`src/rtl/lctx_pkg.sv`:
```
package lctx_pkg;
  localparam int unsigned DATA_W  = 32;
  localparam int unsigned PTR_W   = 20;
  localparam int unsigned SEG_W   = 4;
  localparam int unsigned OFF_W   = 16;
  localparam int unsigned PRIO_W  = 8;
  localparam int unsigned FRAME_N = 16;
  localparam int unsigned IDX_W   = $clog2(FRAME_N);
  localparam int unsigned RSEL_W  = 5;
  localparam int unsigned PAD_W   = 6;
  localparam int unsigned PP_LSB  = 24;
  localparam int unsigned PIE_BIT = 23;
  localparam int unsigned UL_BIT  = 22;

  typedef enum logic [1:0] {ST_IDLE, ST_READ, ST_WRITE} seq_st_e;

  // frame slot -> {is_addr, reg index}; slot 0 is the link word
  function automatic logic [RSEL_W-1:0] frame_reg(input logic [IDX_W-1:0] k);
    logic [RSEL_W-1:0] s;
    if (k == 4'd1)       s = {1'b1, 4'd11};
    else if (k <= 4'd3)  s = {1'b1, k};
    else if (k <= 4'd7)  s = {1'b0, 4'(k - 4'd4)};
    else if (k <= 4'd11) s = {1'b1, 4'(k - 4'd4)};
    else                 s = {1'b0, 4'(k - 4'd8)};
    return s;
  endfunction
endpackage

```
`src/rtl/lctx_addr.sv`:
```
module lctx_addr
  import lctx_pkg::*;
(
  input  logic [PTR_W-1:0]  ptr_i,
  input  logic [IDX_W-1:0]  idx_i,
  output logic [DATA_W-1:0] addr_o
);
  localparam int unsigned LOW_W = PAD_W - IDX_W;
  // record base is 64-byte aligned, so the word offset is concatenated
  assign addr_o = {ptr_i[PTR_W-1 -: SEG_W], {PAD_W{1'b0}}, ptr_i[OFF_W-1:0],
                   idx_i, {LOW_W{1'b0}}};
endmodule

```
`src/rtl/lctx_frame.sv`:
```
module lctx_frame
  import lctx_pkg::*;
(
  input  logic [IDX_W-1:0]  idx_i,
  input  logic [DATA_W-1:0] link_i,
  input  logic [DATA_W-1:0] rf_data_i,
  output logic [RSEL_W-1:0] rf_sel_o,
  output logic [DATA_W-1:0] wdata_o
);
  assign rf_sel_o = frame_reg(idx_i);
  assign wdata_o  = (idx_i == '0) ? link_i : rf_data_i;
endmodule

```
`src/rtl/lctx_seq.sv`:
```
module lctx_seq
  import lctx_pkg::*;
(
  input  logic              clk_i,
  input  logic              rst_ni,
  input  logic              start_i,
  input  logic [PRIO_W-1:0] prio_op_i,
  input  logic              sup_mode_i,
  input  logic [PTR_W-1:0]  free_ptr_i,
  input  logic [PTR_W-1:0]  limit_ptr_i,
  input  logic [DATA_W-1:0] link_i,
  input  logic [PRIO_W-1:0] cur_prio_i,
  input  logic              irq_en_i,
  input  logic              mem_ack_i,
  input  logic [DATA_W-1:0] mem_rdata_i,
  output logic              mem_req_o,
  output logic              mem_we_o,
  output logic [IDX_W-1:0]  idx_o,
  output logic [PTR_W-1:0]  ptr_o,
  output logic [DATA_W-1:0] link_snap_o,
  output logic              busy_o,
  output logic              done_o,
  output logic              ctl_we_o,
  output logic [DATA_W-1:0] link_o,
  output logic [PTR_W-1:0]  free_ptr_o,
  output logic [PRIO_W-1:0] cur_prio_o,
  output logic              irq_en_o,
  output logic              trap_priv_o,
  output logic              trap_under_o,
  output logic              trap_depl_o
);
  seq_st_e           st_q;
  logic [PTR_W-1:0]  lim_q, nxt_q;
  logic [PRIO_W-1:0] op_q, cp_q;
  logic              ie_q;
  logic              last_w;
  logic              unused_rdata;

  assign unused_rdata = ^mem_rdata_i[DATA_W-1:PTR_W];
  assign last_w    = (idx_o == IDX_W'(FRAME_N - 1));
  assign busy_o    = (st_q != ST_IDLE);
  assign mem_req_o = (st_q != ST_IDLE);
  assign mem_we_o  = (st_q == ST_WRITE);

  always_ff @(posedge clk_i or negedge rst_ni) begin
    if (!rst_ni) begin
      st_q <= ST_IDLE;  idx_o <= '0;  ptr_o <= '0;  link_snap_o <= '0;
      lim_q <= '0;  nxt_q <= '0;  op_q <= '0;  cp_q <= '0;  ie_q <= 1'b0;
      done_o <= 1'b0;  ctl_we_o <= 1'b0;  link_o <= '0;  free_ptr_o <= '0;
      cur_prio_o <= '0;  irq_en_o <= 1'b0;
      trap_priv_o <= 1'b0;  trap_under_o <= 1'b0;  trap_depl_o <= 1'b0;
    end else begin
      done_o <= 1'b0;  ctl_we_o <= 1'b0;
      trap_priv_o <= 1'b0;  trap_under_o <= 1'b0;  trap_depl_o <= 1'b0;
      unique case (st_q)
        ST_IDLE: if (start_i) begin
          if (!sup_mode_i) begin
            trap_priv_o <= 1'b1;  done_o <= 1'b1;
          end else if (free_ptr_i == '0) begin
            trap_under_o <= 1'b1;  done_o <= 1'b1;
          end else begin
            ptr_o <= free_ptr_i;  lim_q <= limit_ptr_i;  link_snap_o <= link_i;
            op_q <= prio_op_i;  cp_q <= cur_prio_i;  ie_q <= irq_en_i;
            idx_o <= '0;  st_q <= ST_READ;
          end
        end
        ST_READ: if (mem_ack_i) begin
          nxt_q <= mem_rdata_i[PTR_W-1:0];
          st_q  <= ST_WRITE;
        end
        ST_WRITE: if (mem_ack_i) begin
          if (last_w) begin
            link_o <= {cp_q, ie_q, 1'b0, link_snap_o[UL_BIT-1:PTR_W], ptr_o};
            free_ptr_o  <= nxt_q;
            cur_prio_o  <= op_q;
            irq_en_o    <= 1'b1;
            ctl_we_o    <= 1'b1;
            done_o      <= 1'b1;
            trap_depl_o <= (ptr_o == lim_q);
            st_q        <= ST_IDLE;
          end else begin
            idx_o <= idx_o + 1'b1;
          end
        end
        default: st_q <= ST_IDLE;
      endcase
    end
  end

  AST_UNDER_NO_MEM: assert property (@(posedge clk_i) disable iff (!rst_ni)
    (!busy_o && start_i && sup_mode_i && free_ptr_i == '0) |=> (trap_under_o && !mem_req_o && !ctl_we_o));
  AST_PRIV_NO_MEM: assert property (@(posedge clk_i) disable iff (!rst_ni)
    (!busy_o && start_i && !sup_mode_i) |=> (trap_priv_o && !trap_under_o && !mem_req_o && !ctl_we_o));
  AST_DEPL_AT_COMMIT: assert property (@(posedge clk_i) disable iff (!rst_ni)
    trap_depl_o |-> ctl_we_o);
  AST_DONE_PULSE: assert property (@(posedge clk_i) disable iff (!rst_ni)
    done_o |=> !done_o);
  AST_REQ_HOLD: assert property (@(posedge clk_i) disable iff (!rst_ni)
    (mem_req_o && !mem_ack_i) |=> (mem_req_o && $stable(mem_we_o) && $stable(idx_o) && $stable(ptr_o)));
  AST_COMMIT_ATOMIC: assert property (@(posedge clk_i) disable iff (!rst_ni)
    ctl_we_o |-> (done_o && !mem_req_o && irq_en_o));
endmodule

```
`src/rtl/lctx_save.sv`:
```
module lctx_save
  import lctx_pkg::*;
(
  input  logic              clk_i,
  input  logic              rst_ni,
  input  logic              start_i,
  input  logic [PRIO_W-1:0] prio_op_i,
  input  logic              sup_mode_i,
  input  logic [PTR_W-1:0]  free_ptr_i,
  input  logic [PTR_W-1:0]  limit_ptr_i,
  input  logic [DATA_W-1:0] link_i,
  input  logic [PRIO_W-1:0] cur_prio_i,
  input  logic              irq_en_i,
  output logic [RSEL_W-1:0] rf_sel_o,
  input  logic [DATA_W-1:0] rf_data_i,
  output logic              mem_req_o,
  output logic              mem_we_o,
  output logic [DATA_W-1:0] mem_addr_o,
  output logic [DATA_W-1:0] mem_wdata_o,
  input  logic              mem_ack_i,
  input  logic [DATA_W-1:0] mem_rdata_i,
  output logic              busy_o,
  output logic              done_o,
  output logic              ctl_we_o,
  output logic [DATA_W-1:0] link_o,
  output logic [PTR_W-1:0]  free_ptr_o,
  output logic [PRIO_W-1:0] cur_prio_o,
  output logic              irq_en_o,
  output logic              trap_priv_o,
  output logic              trap_under_o,
  output logic              trap_depl_o
);
  logic [IDX_W-1:0]  idx;
  logic [PTR_W-1:0]  ptr;
  logic [DATA_W-1:0] link_snap;

  lctx_seq u_seq (
    .clk_i, .rst_ni, .start_i, .prio_op_i, .sup_mode_i, .free_ptr_i,
    .limit_ptr_i, .link_i, .cur_prio_i, .irq_en_i, .mem_ack_i, .mem_rdata_i,
    .mem_req_o, .mem_we_o, .idx_o(idx), .ptr_o(ptr), .link_snap_o(link_snap),
    .busy_o, .done_o, .ctl_we_o, .link_o, .free_ptr_o, .cur_prio_o, .irq_en_o,
    .trap_priv_o, .trap_under_o, .trap_depl_o
  );

  lctx_addr u_addr (.ptr_i(ptr), .idx_i(mem_we_o ? idx : '0), .addr_o(mem_addr_o));

  lctx_frame u_frame (
    .idx_i(idx), .link_i(link_snap), .rf_data_i,
    .rf_sel_o, .wdata_o(mem_wdata_o)
  );
endmodule

```
`config.mk`:
```
export PLATFORM = sky130hd
export DESIGN_NAME = lctx_save
export DESIGN_NICKNAME = d
export VERILOG_FILES = /design/src/rtl/lctx_pkg.sv /design/src/rtl/lctx_addr.sv /design/src/rtl/lctx_frame.sv /design/src/rtl/lctx_seq.sv /design/src/rtl/lctx_save.sv
export SDC_FILE = /design/constraint.sdc
export NUM_CORES = 1
export LEC_CHECK = 0
export ABC_AREA = 1
export BUFFER_PORTS_ARGS = -buffer_cell sky130_fd_sc_hd__buf_2
export CAP_MARGIN = 25
export CORE_MARGIN = 10
export CORE_UTILIZATION = 50
export CTS_BUF_LIST = sky130_fd_sc_hd__clkbuf_8
export DETAILED_ROUTE_END_ITERATION = 16
export PLACE_DENSITY = 0.93
export SETUP_SLACK_MARGIN = 0.1
export SKIP_CTS_REPAIR_TIMING = 1
export SYNTH_ARGS = -nofsm -noshare
export SYNTH_HDL_FRONTEND = slang
export SYNTH_SLANG_ARGS = --single-unit
```
`constraint.sdc`:
```
create_clock -name clk_i -period 2.7 [get_ports clk_i]
set_input_delay 0.405 -clock clk_i [delete_from_list [all_inputs] [get_ports clk_i]]
set_output_delay 0.405 -clock clk_i [all_outputs]
set_load 0.02 [all_outputs]
```
---- Word level (Yosys, flattened, before mapping) ----
Cells that the tools add are included.
storage, ports and cells
  bits in registers ....................... 180
  bits of input ports ..................... 158
  output and inout port bits .............. 138
cells by class
  add/sub/neg operators ................... 3
  $lt $le $gt $ge ......................... 3
  eq/ne operators ......................... 12
  mux-type cells .......................... 35
  bitwise logic cells ..................... 1
  reductions and logical operators ........ 10
operators by type and width
  cell                                                   number
  2-to-1 mux 32 bit                                      1
  2-to-1 mux 4 bit                                       6
  equality test 20 bit                                   1
  zero test 20 bit                                       1
  2-to-1 mux 5 bit                                       4
  2-to-1 mux 1 bit                                       15
  2-to-1 mux 2 bit                                       6
  AND reduction 6 bit                                    2
  inequality test 2 bit, second input constant           5
  one-hot mux 4 bit (2 select lines)                     1
  one-hot mux 2 bit (3 select lines)                     1
  adder 4 x 1 -> 4 bit, second input constant            1
  equality test 4 x 1 -> 1 bit, second input constant    1
  equality test 4 bit, second input constant             1
  <= comparator 4 x 2 -> 1 bit, second input constant    1
  <= comparator 4 x 3 -> 1 bit, second input constant    1
  <= comparator 4 bit, second input constant             1
  zero test 4 bit                                        1
  inequality test 2 x 1 -> 1 bit, second input constant  2
  AND reduction 4 bit                                    1
  nonzero test 2 bit                                     2
  subtractor 4 x 3 -> 4 bit, second input constant       1
  subtractor 4 bit, second input constant                1
  AND reduction 3 bit                                    1
  6 further kinds                                        6

---- Depth between registers and ports, before layout ----
Gate-level depths: netlist of run 1.
  depth after elaboration ................. 5
  gate-level depth with buffers ........... 9

---- Hierarchy ----
A second synthesis of run 1 with hierarchy kept.
unflattened totals
  cell total of the unflattened synthesis .. 945
  area total of the unflattened synthesis .. 8,130.3 um^2
by module, submodules not included
  module      instances  cells an instance  area an instance (um^2)  sequential area each (um^2)
  lctx_seq    1          789                7,289.5                  4,504.3
  lctx_frame  1          115                566.8                    0.0
  lctx_addr   1          33                 244.0                    0.0
  lctx_save   1          8                  30.0                     0.0

---- Worst setup path before layout of run 1 ----
Ideal clock, no wire load.
  path kind ............................... reg2out
  from .................................... register u_seq.idx_o[0]
  to ...................................... output mem_wdata_o[10]
  data arrival time ....................... 1.410 ns
  required time ........................... 2.295 ns
  slack ................................... 0.885 ns
  stages on the path, launching flop included .. 6
  path buffers ............................ 1
  path through ............................ dfrtp_1 -> inv_1 -> ha_1 -> nand2_1 -> buf_2 -> mux2_2
between the ends
  word-level cells in the longest chain between the ends .. 2
ends and longest elaborated chain
  element                   line              source
  start: declaration        lctx_seq.sv:18    output logic [IDX_W-1:0] idx_o,
  start signal: assignment  lctx_seq.sv:82    idx_o <= idx_o + 1'b1;
  zero test 4 bit           lctx_frame.sv:11  assign wdata_o = (idx_i == '0) ? link_i : rf_data_i;
  2-to-1 mux 32 bit         lctx_frame.sv:11
  end: declaration          lctx_save.sv:19   output logic [DATA_W-1:0] mem_wdata_o,
Every way passes these cells.

---- Worst setup path in the final report of run 1 ----
  from .................................... register u_seq.idx_o[0]
  to ...................................... output mem_wdata_o[13]
Same word-level chain as after synthesis.

==> results of run 1 <==
==> metal layers <==
layer  global-route usage (%)  vias to the layer above  part of all wire (%)
li1                         -                     3149                     -
met1                     22.6                     3027                    40
met2                     33.2                      284                    49
met3                     5.87                       46                   7.6
met4                     8.73                        0                   3.3
met5                        0                        -                     0
==> cell usage in the layout (no fill, tap or decap), drive strengths merged <==
cell | synthesis | final
buf | 32 | 282
a211oi | 1 | 1
xor2 | 2 | 2
ha | 3 | 3
diode | 0 | 1
dlygate4sd3 | 0 | 1
xnor2 | 12 | 12
clkbuf | 15 | 17
or2 | 1 | 1
conb | 1 | 9
o21ai | 95 | 95
o22ai | 2 | 2
a22o | 1 | 1
nand4 | 8 | 8
mux2 | 52 | 52
nor3 | 3 | 3
clkinv | 0 | 3
inv | 109 | 118
and3 | 1 | 1
nor2 | 30 | 30
clkinvlp | 0 | 3
dfrtp | 180 | 180
nand3 | 9 | 9
nand2 | 296 | 296
==> per-stage QoR <==
stage	std cells	utilization (%)	cell area [um2]	power (W)	setup slack (ns)
2_1_floorplan	861	-	7830	0.00627	0.885
3_3_place_gp	1307	61.2	9330	0.00722	0.635
3_5_place_dp	1307	61.2	9330	0.00739	0.577
4_1_cts	1339	63.6	9700	0.00913	0.0569
5_1_grt	1341	63.7	9730	0.00964	0.125
6_report	1341	63.7	9730	0.00907	0.212
==> worst max-delay path, delay by kind of cell (launching register included) <==
family,cells,cell delay (ns)
buffers and inverters,3,0.47
DFF,1,0.46
muxes,1,0.36
adders and majority gates,1,0.20
and+or+nand+nor,1,0.11
==> flip-flops by register name, summed over array words and instances, names as in the netlist <==
signal	cells
u_seq.free_ptr_o	20
u_seq.trap_depl_o	1
u_seq.st_q	2
u_seq.trap_under_o	1
u_seq.done_o	1
u_seq.cur_prio_o	8
u_seq.ptr_o	20
u_seq.lim_q	20
u_seq.link_snap_o	32
u_seq.cp_q	8
u_seq.trap_priv_o	1
u_seq.irq_en_o	1
u_seq.op_q	8
u_seq.ctl_we_o	1
u_seq.nxt_q	20
u_seq.ie_q	1
u_seq.link_o	31
u_seq.idx_o	4
==> cell type report <==
type | count | share of cell area, %
inverters | 109 | 4.21
diodes | 1 | 0.0257
well taps | 211 | 2.71
clock inverters | 15 | 1.39
repair buffers | 283 | 15.5
flip-flops and latches | 180 | 46.3
clock buffers | 17 | 2.41
multi-input cells | 525 | 27.4
==> how the worst max path moves through the flow <==
| stage | to | slack (ns) | from |
|---|---|---|---|
| floorplan | mem_wdata_o[10] | 0.88 | u_seq.idx_o[0] |
| global placement | mem_wdata_o[21] | 0.64 | u_seq.idx_o[0] |
| detailed placement | mem_wdata_o[24] | 0.58 | u_seq.idx_o[0] |
| CTS | mem_wdata_o[24] | 0.06 | u_seq.idx_o[0] |
| global route | mem_wdata_o[26] | 0.13 | u_seq.idx_o[0] |
| finish | mem_wdata_o[13] | 0.21 | u_seq.idx_o[0] |
==> kinds of logic after synthesis <==
family | after synthesis | synth area share [%]
DFF | 180 | 57.7
and+or+nand+nor | 348 | 17.6
other | 1 | 0.0481
muxes | 52 | 7.50
buffers and inverters | 156 | 8.59
AOI/OAI and AO/OA | 99 | 6.46
xor gates and xnor gates | 14 | 1.57
adders and majority gates | 3 | 0.481
==> synthesized netlist by cell type <==
cell type	n	share of area, %
nand3_1	8	0.51
a22o_1	1	0.11
o22ai_1	2	0.16
dfrtp_1	180	58
conb_1	1	0.048
nor2_2	2	0.16
xnor2_1	12	1.3
o21ai_0	90	5.8
xor2_1	2	0.22
inv_2	3	0.14
ha_1	3	0.48
nor3_4	1	0.21
clkbuf_1	12	0.58
buf_2	17	1.1
nor2_1	27	1.3
nand4_1	8	0.64
a211oi_1	1	0.096
clkbuf_2	3	0.19
buf_4	14	1.3
nor2_4	1	0.14
inv_1	106	5.1
nand2_1	296	14
buf_6	1	0.14
o21ai_1	5	0.32
or2_2	1	0.080
nand3_2	1	0.13
mux2_2	52	7.5
and3_1	1	0.080
nor3_1	2	0.13
==> power groups by stage <==
| stage | registers, W | clock network, W | logic, W |
|---|---|---|---|
| after floorplan | 0.00417 | 0 | 0.00210 |
| after global placement | 0.00411 | 0 | 0.00311 |
| after detailed placement | 0.00416 | 0 | 0.00323 |
| after CTS | 0.00411 | 0.00177 | 0.00325 |
| after global routing | 0.00422 | 0.00187 | 0.00356 |
| final | 0.00413 | 0.00173 | 0.00322 |
==> metrics.csv, run 1 <==
stage,metric,value,unit
floorplan,fp.dieW,145,um
sta,fin_worst_skew,0.0136,ns
setup_path,startpoint_type,register,
placed_design,port_buffers,274,
synthesis,yosys_warnings,0,
grt,track_usage,19.7,%
grt,grt_max_degree,121,
clock_tree,cts_sinks,180,
placed_design,dp_hpwl,16000,um
sta,timing.final.crit_share,92.2,%
finish,regArea,4500,um2
clock_tree,cts_max_level,4,
synthesis,syn_area,7800,um2
power,power_switching,0.00354,W
grt,grt_pass1_wl,34000,um
routing,wl,21300,um
setup_path,crit_required,2.30,ns
sta,maxSlewViolCount,0,
setup_path,cp_cell_sequence,inv_1 > ha_1 > nand2_1 > buf_12 > mux2_2 > buf_2,
power,power.share.clock,19.0,%
synthesis,ys_seq_area_share,57.7,%
job,maxCapViolCount,0,
clock_tree,clk_pin_slew_worst_paths,0.10,ns
setup_path,critPathSlowestCell,dfrtp_1,
setup_path,worstRegToRegCells,8,
grt,overflow,0,
floorplan,dieArea,21000,um2
sta,timing.fmax,402,MHz
floorplan,io_pins,296,
placed_design,gp_congestion,0.862,
synthesis,ys_types,29,
grt,antenna_found_initial,1,
setup_path,crit_path_max_incr_delay,0.46,ns
power,power_leakage,5.66,nW
floorplan,core,15300,um2
synthesis,synth.avg_cell_area,9.15,um2
sta,finalHoldViolations,0,
sta,timing.hold.ws,0.176,ns
routing,via_per_inst,4.85,
setup_path,arrival,2.08,ns
power,peakVddDrop,0.645,mV
finish,drive_above_1_share,33.2,%
floorplan,initial_utilization,51.1,%
clock_tree,clk-insertion-delay-late,0.45,ns
power,cell_internal_pwr,0.00553,W
finish,area_growth_syn_to_layout,24.6,%
clock_tree,cts_max_path_buffers,2,
hold_path,min_to,u_seq.nxt_q[2],
routing,via_count,6506,
floorplan,rows,45,
sta,setup_viol,0,
synthesis,syn-instance-count,853,
clock_tree,tritoncts,done,
synthesis,yosys_register_bits,180,
setup_path,r2r-start,u_seq.idx_o[0],
power,combPwrFrac,35.5,%
setup_path,rr_endpoint,u_seq.trap_depl_o,
hold_path,hold_class,input pin to register,
sta,rsz0062_at_grt,no,
sta,slew_headroom,57.1,%
floorplan,die_h,145,um
hold_path,whs_path_depth,2,
setup_path,r2r_setup_slack,0.66,ns
finish,fill_cells,1189,
sta,fin_tns_setup,0,ns
routing,drtAntennaViolNets,0,
routing,dr.pass1.iters,5,
status,status,finished clean,
setup_path,cp_max_fo,32,
grt,first_global_vias,6640,
routing,drc,0,
setup_path,endpoint_kind,primary output,
clock_tree,cts_root_buf,clkbuf_8,
hold_path,hold_path.startpoint,mem_rdata_i[2],
clock_tree,numCtsBuffers,17,
sta,max_slew.worst_pin.slew,0.643,ns
power,p_seq_share,45.5,%
finish,multiInputGateArea,2670,um2
power,swShare,39.0,%
finish,fin_nets,1277,
routing,wl_per_cell,15.9,um
power,power_density,933,nW/um2
routing,dr.first_iter.drc_count,443,
setup_path,path_class,register to primary output,
sta,period_minus_slack,2.49,ns
(Power assumes the default switching activity.)
==> run 2: changes to the inputs <==
--- a/config.mk
+++ b/config.mk
@@ -8,11 +8,13 @@
 export ABC_AREA = 1
 export BUFFER_PORTS_ARGS = -buffer_cell sky130_fd_sc_hd__buf_2
 export CAP_MARGIN = 25
+export CELL_PAD_IN_SITES_DETAIL_PLACEMENT = 0
+export CELL_PAD_IN_SITES_GLOBAL_PLACEMENT = 1
 export CORE_MARGIN = 10
-export CORE_UTILIZATION = 50
+export CORE_UTILIZATION = 40
 export CTS_BUF_LIST = sky130_fd_sc_hd__clkbuf_8
 export DETAILED_ROUTE_END_ITERATION = 16
-export PLACE_DENSITY = 0.93
+export PLACE_DENSITY = 0.95
 export SETUP_SLACK_MARGIN = 0.1
 export SKIP_CTS_REPAIR_TIMING = 1
 export SYNTH_ARGS = -nofsm -noshare
==> metrics.csv, run 2 (synthesis results as in run 1) <==
stage,metric,value,unit,change
setup_path,arrival,2.06,ns,-0.02 ns
routing,via_count,6258,,-3.8%
floorplan,initial_utilization,40.4,%,-11 points
power,cell_internal_pwr,0.00559,W,+0.94%
power,power_switching,0.00361,W,+2.0%
sta,period_minus_slack,2.47,ns,-0.0210 ns
clock_tree,clk_pin_slew_worst_paths,0.12,ns,+0.02 ns
clock_tree,numCtsBuffers,17,,unchanged
finish,top_register,u_seq.link_snap_o,,
grt,first_global_vias,6502,,-2.1%
clock_tree,cts_sinks,180,,unchanged
sta,timing.fmax,405,MHz,+0.85%
setup_path,path_class,register to primary output,,
grt,antenna_found_initial,1,,unchanged
power,combPwrFrac,35.1,%,-0.4 points
sta,maxSlewViolCount,0,,unchanged
sta,max_slew.worst_pin.slew,0.583,ns,-0.0600 ns
floorplan,io_pins,296,,unchanged
finish,fin_cells,1397,,+4.2%
placed_design,port_buffers,274,,unchanged
setup_path,crit_required,2.30,ns,about the same
sta,setup_viol,0,,unchanged
placed_design,dp_hpwl,16300,um,+1.8%
clock_tree,cts_max_level,4,,unchanged
routing,dr.pass1.iters,4,,-1
power,power_leakage,5.70,nW,+0.80%
sta,rsz0062_at_grt,no,,
status,status,finished clean,,
power,p_seq_share,44.6,%,-0.9 points
routing,drc,0,,unchanged
floorplan,fp.dieW,160,um,+10%
setup_path,cp_max_fo,32,,unchanged
floorplan,die_h,160,um,+10%
job,maxCapViolCount,0,,unchanged
hold_path,hold_class,input pin to register,,
clock_tree,tritoncts,done,,
finish,largestRegisters,"u_seq.link_snap_o: 32 flops, u_seq.link_o: 31 flops",,
routing,wl_per_cell,15.4,um,-3.0%
finish,fin_nets,1279,,+0.16%
finish,drive_above_1_share,33.4,%,+0.21 points
power,totalPowerFinal,0.00919,W,+1.3%
finish,regArea,4510,um2,about the same
finish,final_common_cell,nand2_1,,
routing,dr.first_iter.drc_count,355,,-20%
grt,overflow,0,,unchanged
power,peakVddDrop,0.586,mV,-9.1%
finish,multiInputGateArea,2670,um2,unchanged
floorplan,dieArea,25500,um2,+21%
grt,track_usage,17.0,%,-2.7 points
floorplan,rows,51,,+13%
sta,finalHoldViolations,0,,unchanged
placed_design,gp_congestion,0.815,,-5.5%
power,power.share.clock,20.3,%,+1.3 points
finish,fill_cells,1845,,+55%
finish,area_growth_syn_to_layout,26.7,%,
setup_path,startpoint_type,register,,
grt,grt_max_degree,72,,-40%
clock_tree,cts_root_buf,clkbuf_8,,
finish,most-common-layout-cells,"296 x nand2_1, 273 x buf_2, 179 x dfrtp_1",,
clock_tree,cts_max_path_buffers,2,,unchanged
sta,fin_worst_skew,0.0173,ns,+0.00373 ns
power,swShare,39.2,%,+0.24 points
setup_path,endpoint_kind,primary output,,
power,power_density,930,nW/um2,-0.33%
finish,largest_reg_flops,32,,unchanged
grt,grt_pass1_wl,34900,um,+2.8%
floorplan,core,19300,um2,+27%
clock_tree,clk-insertion-delay-late,0.47,ns,+0.02 ns
sta,timing.final.crit_share,91.4,%,-0.78 points
routing,wl,21600,um,+1.1%
routing,drtAntennaViolNets,0,,unchanged
placed_design,dp.cells,1363,,+4.3%
sta,slew_headroom,61.1,%,+4.0 points
finish,final_util,51.1,%,-13 points
routing,via_per_inst,4.48,,-7.7%
-- run 2: cell count changes in the layout (fill, tap and decap cells not counted), moves of 2 or more --
cell	before	now
clkinv_8	0	6
inv_6	6	1
clkinvlp_4	3	0
buf_12	5	7
-- run 2: area by class of cell --
class / instances / area share, %
Tap cell: 265 / 3.35
Timing Repair Buffer: 285 / 15.7
Sequential cell: 180 / 45.6
Clock buffer: 17 / 2.37
Multi-Input combinational cell: 525 / 27.0
Antenna cell: 1 / 0.0253
Clock inverter: 15 / 1.89
Inverter: 109 / 4.14
-- run 2: worst paths after layout --
check | slack (ns) | from | cells past startpoint | endpoint
setup / recovery | 0.23 | u_seq.idx_o[0] | 6 | mem_wdata_o[16]
hold / removal | 0.16 | mem_rdata_i[14] | 2 | u_seq.nxt_q[14]
setup reg to reg | 0.81 | u_seq.idx_o[0] | 9 | u_seq.link_o[0]
hold reg to reg | 0.47 | u_seq.nxt_q[11] | 2 | u_seq.free_ptr_o[11]
max in group asynchronous | 1.46 | rst_ni | 3 | u_seq.idx_o[0]
min in group asynchronous | 0.52 | rst_ni | 2 | u_seq.link_o[1]
-- run 2: power groups by stage --
stage | Clock, W | Sequential [W] | Combinational, W
final | 0.00186 | 0.00410 | 0.00322
after detailed placement | 0 | 0.00415 | 0.00327
after floorplan | 0 | 0.00417 | 0.00210
after global routing | 0.00205 | 0.00422 | 0.00359
after CTS | 0.00194 | 0.00410 | 0.00328
after global placement | 0 | 0.00413 | 0.00319
-- run 2: stage by stage --
step	setup TNS (ns)	worst slack, ns	instance area, um2	hold WS, ns
finish	0	0.233	9890	0.162
global route	0	0.0906	9890	0.109
CTS	-0.0244	-0.0244	9860	-0.0552
detailed placement	0	0.527	9440	0.453
global placement	0	0.574	9440	0.448
floorplan	0	0.885	7830	0.109
-- run 2: per-layer routing --
metal / GRT usage [%] / part of all wire, %
met5: 0 / 0
met4: 4.68 / 0.81
met1: 20.6 / 42
met3: 5.50 / 8.0
met2: 28.4 / 49
-- run 2: critical path, cell delays in order (launching register included) --
cell and delay (ns):
dfrtp_2 0.43, inv_1 0.09, ha_1 0.20, nand2_1 0.11
buf_12 0.21, mux2_2 0.38, buf_2 0.17
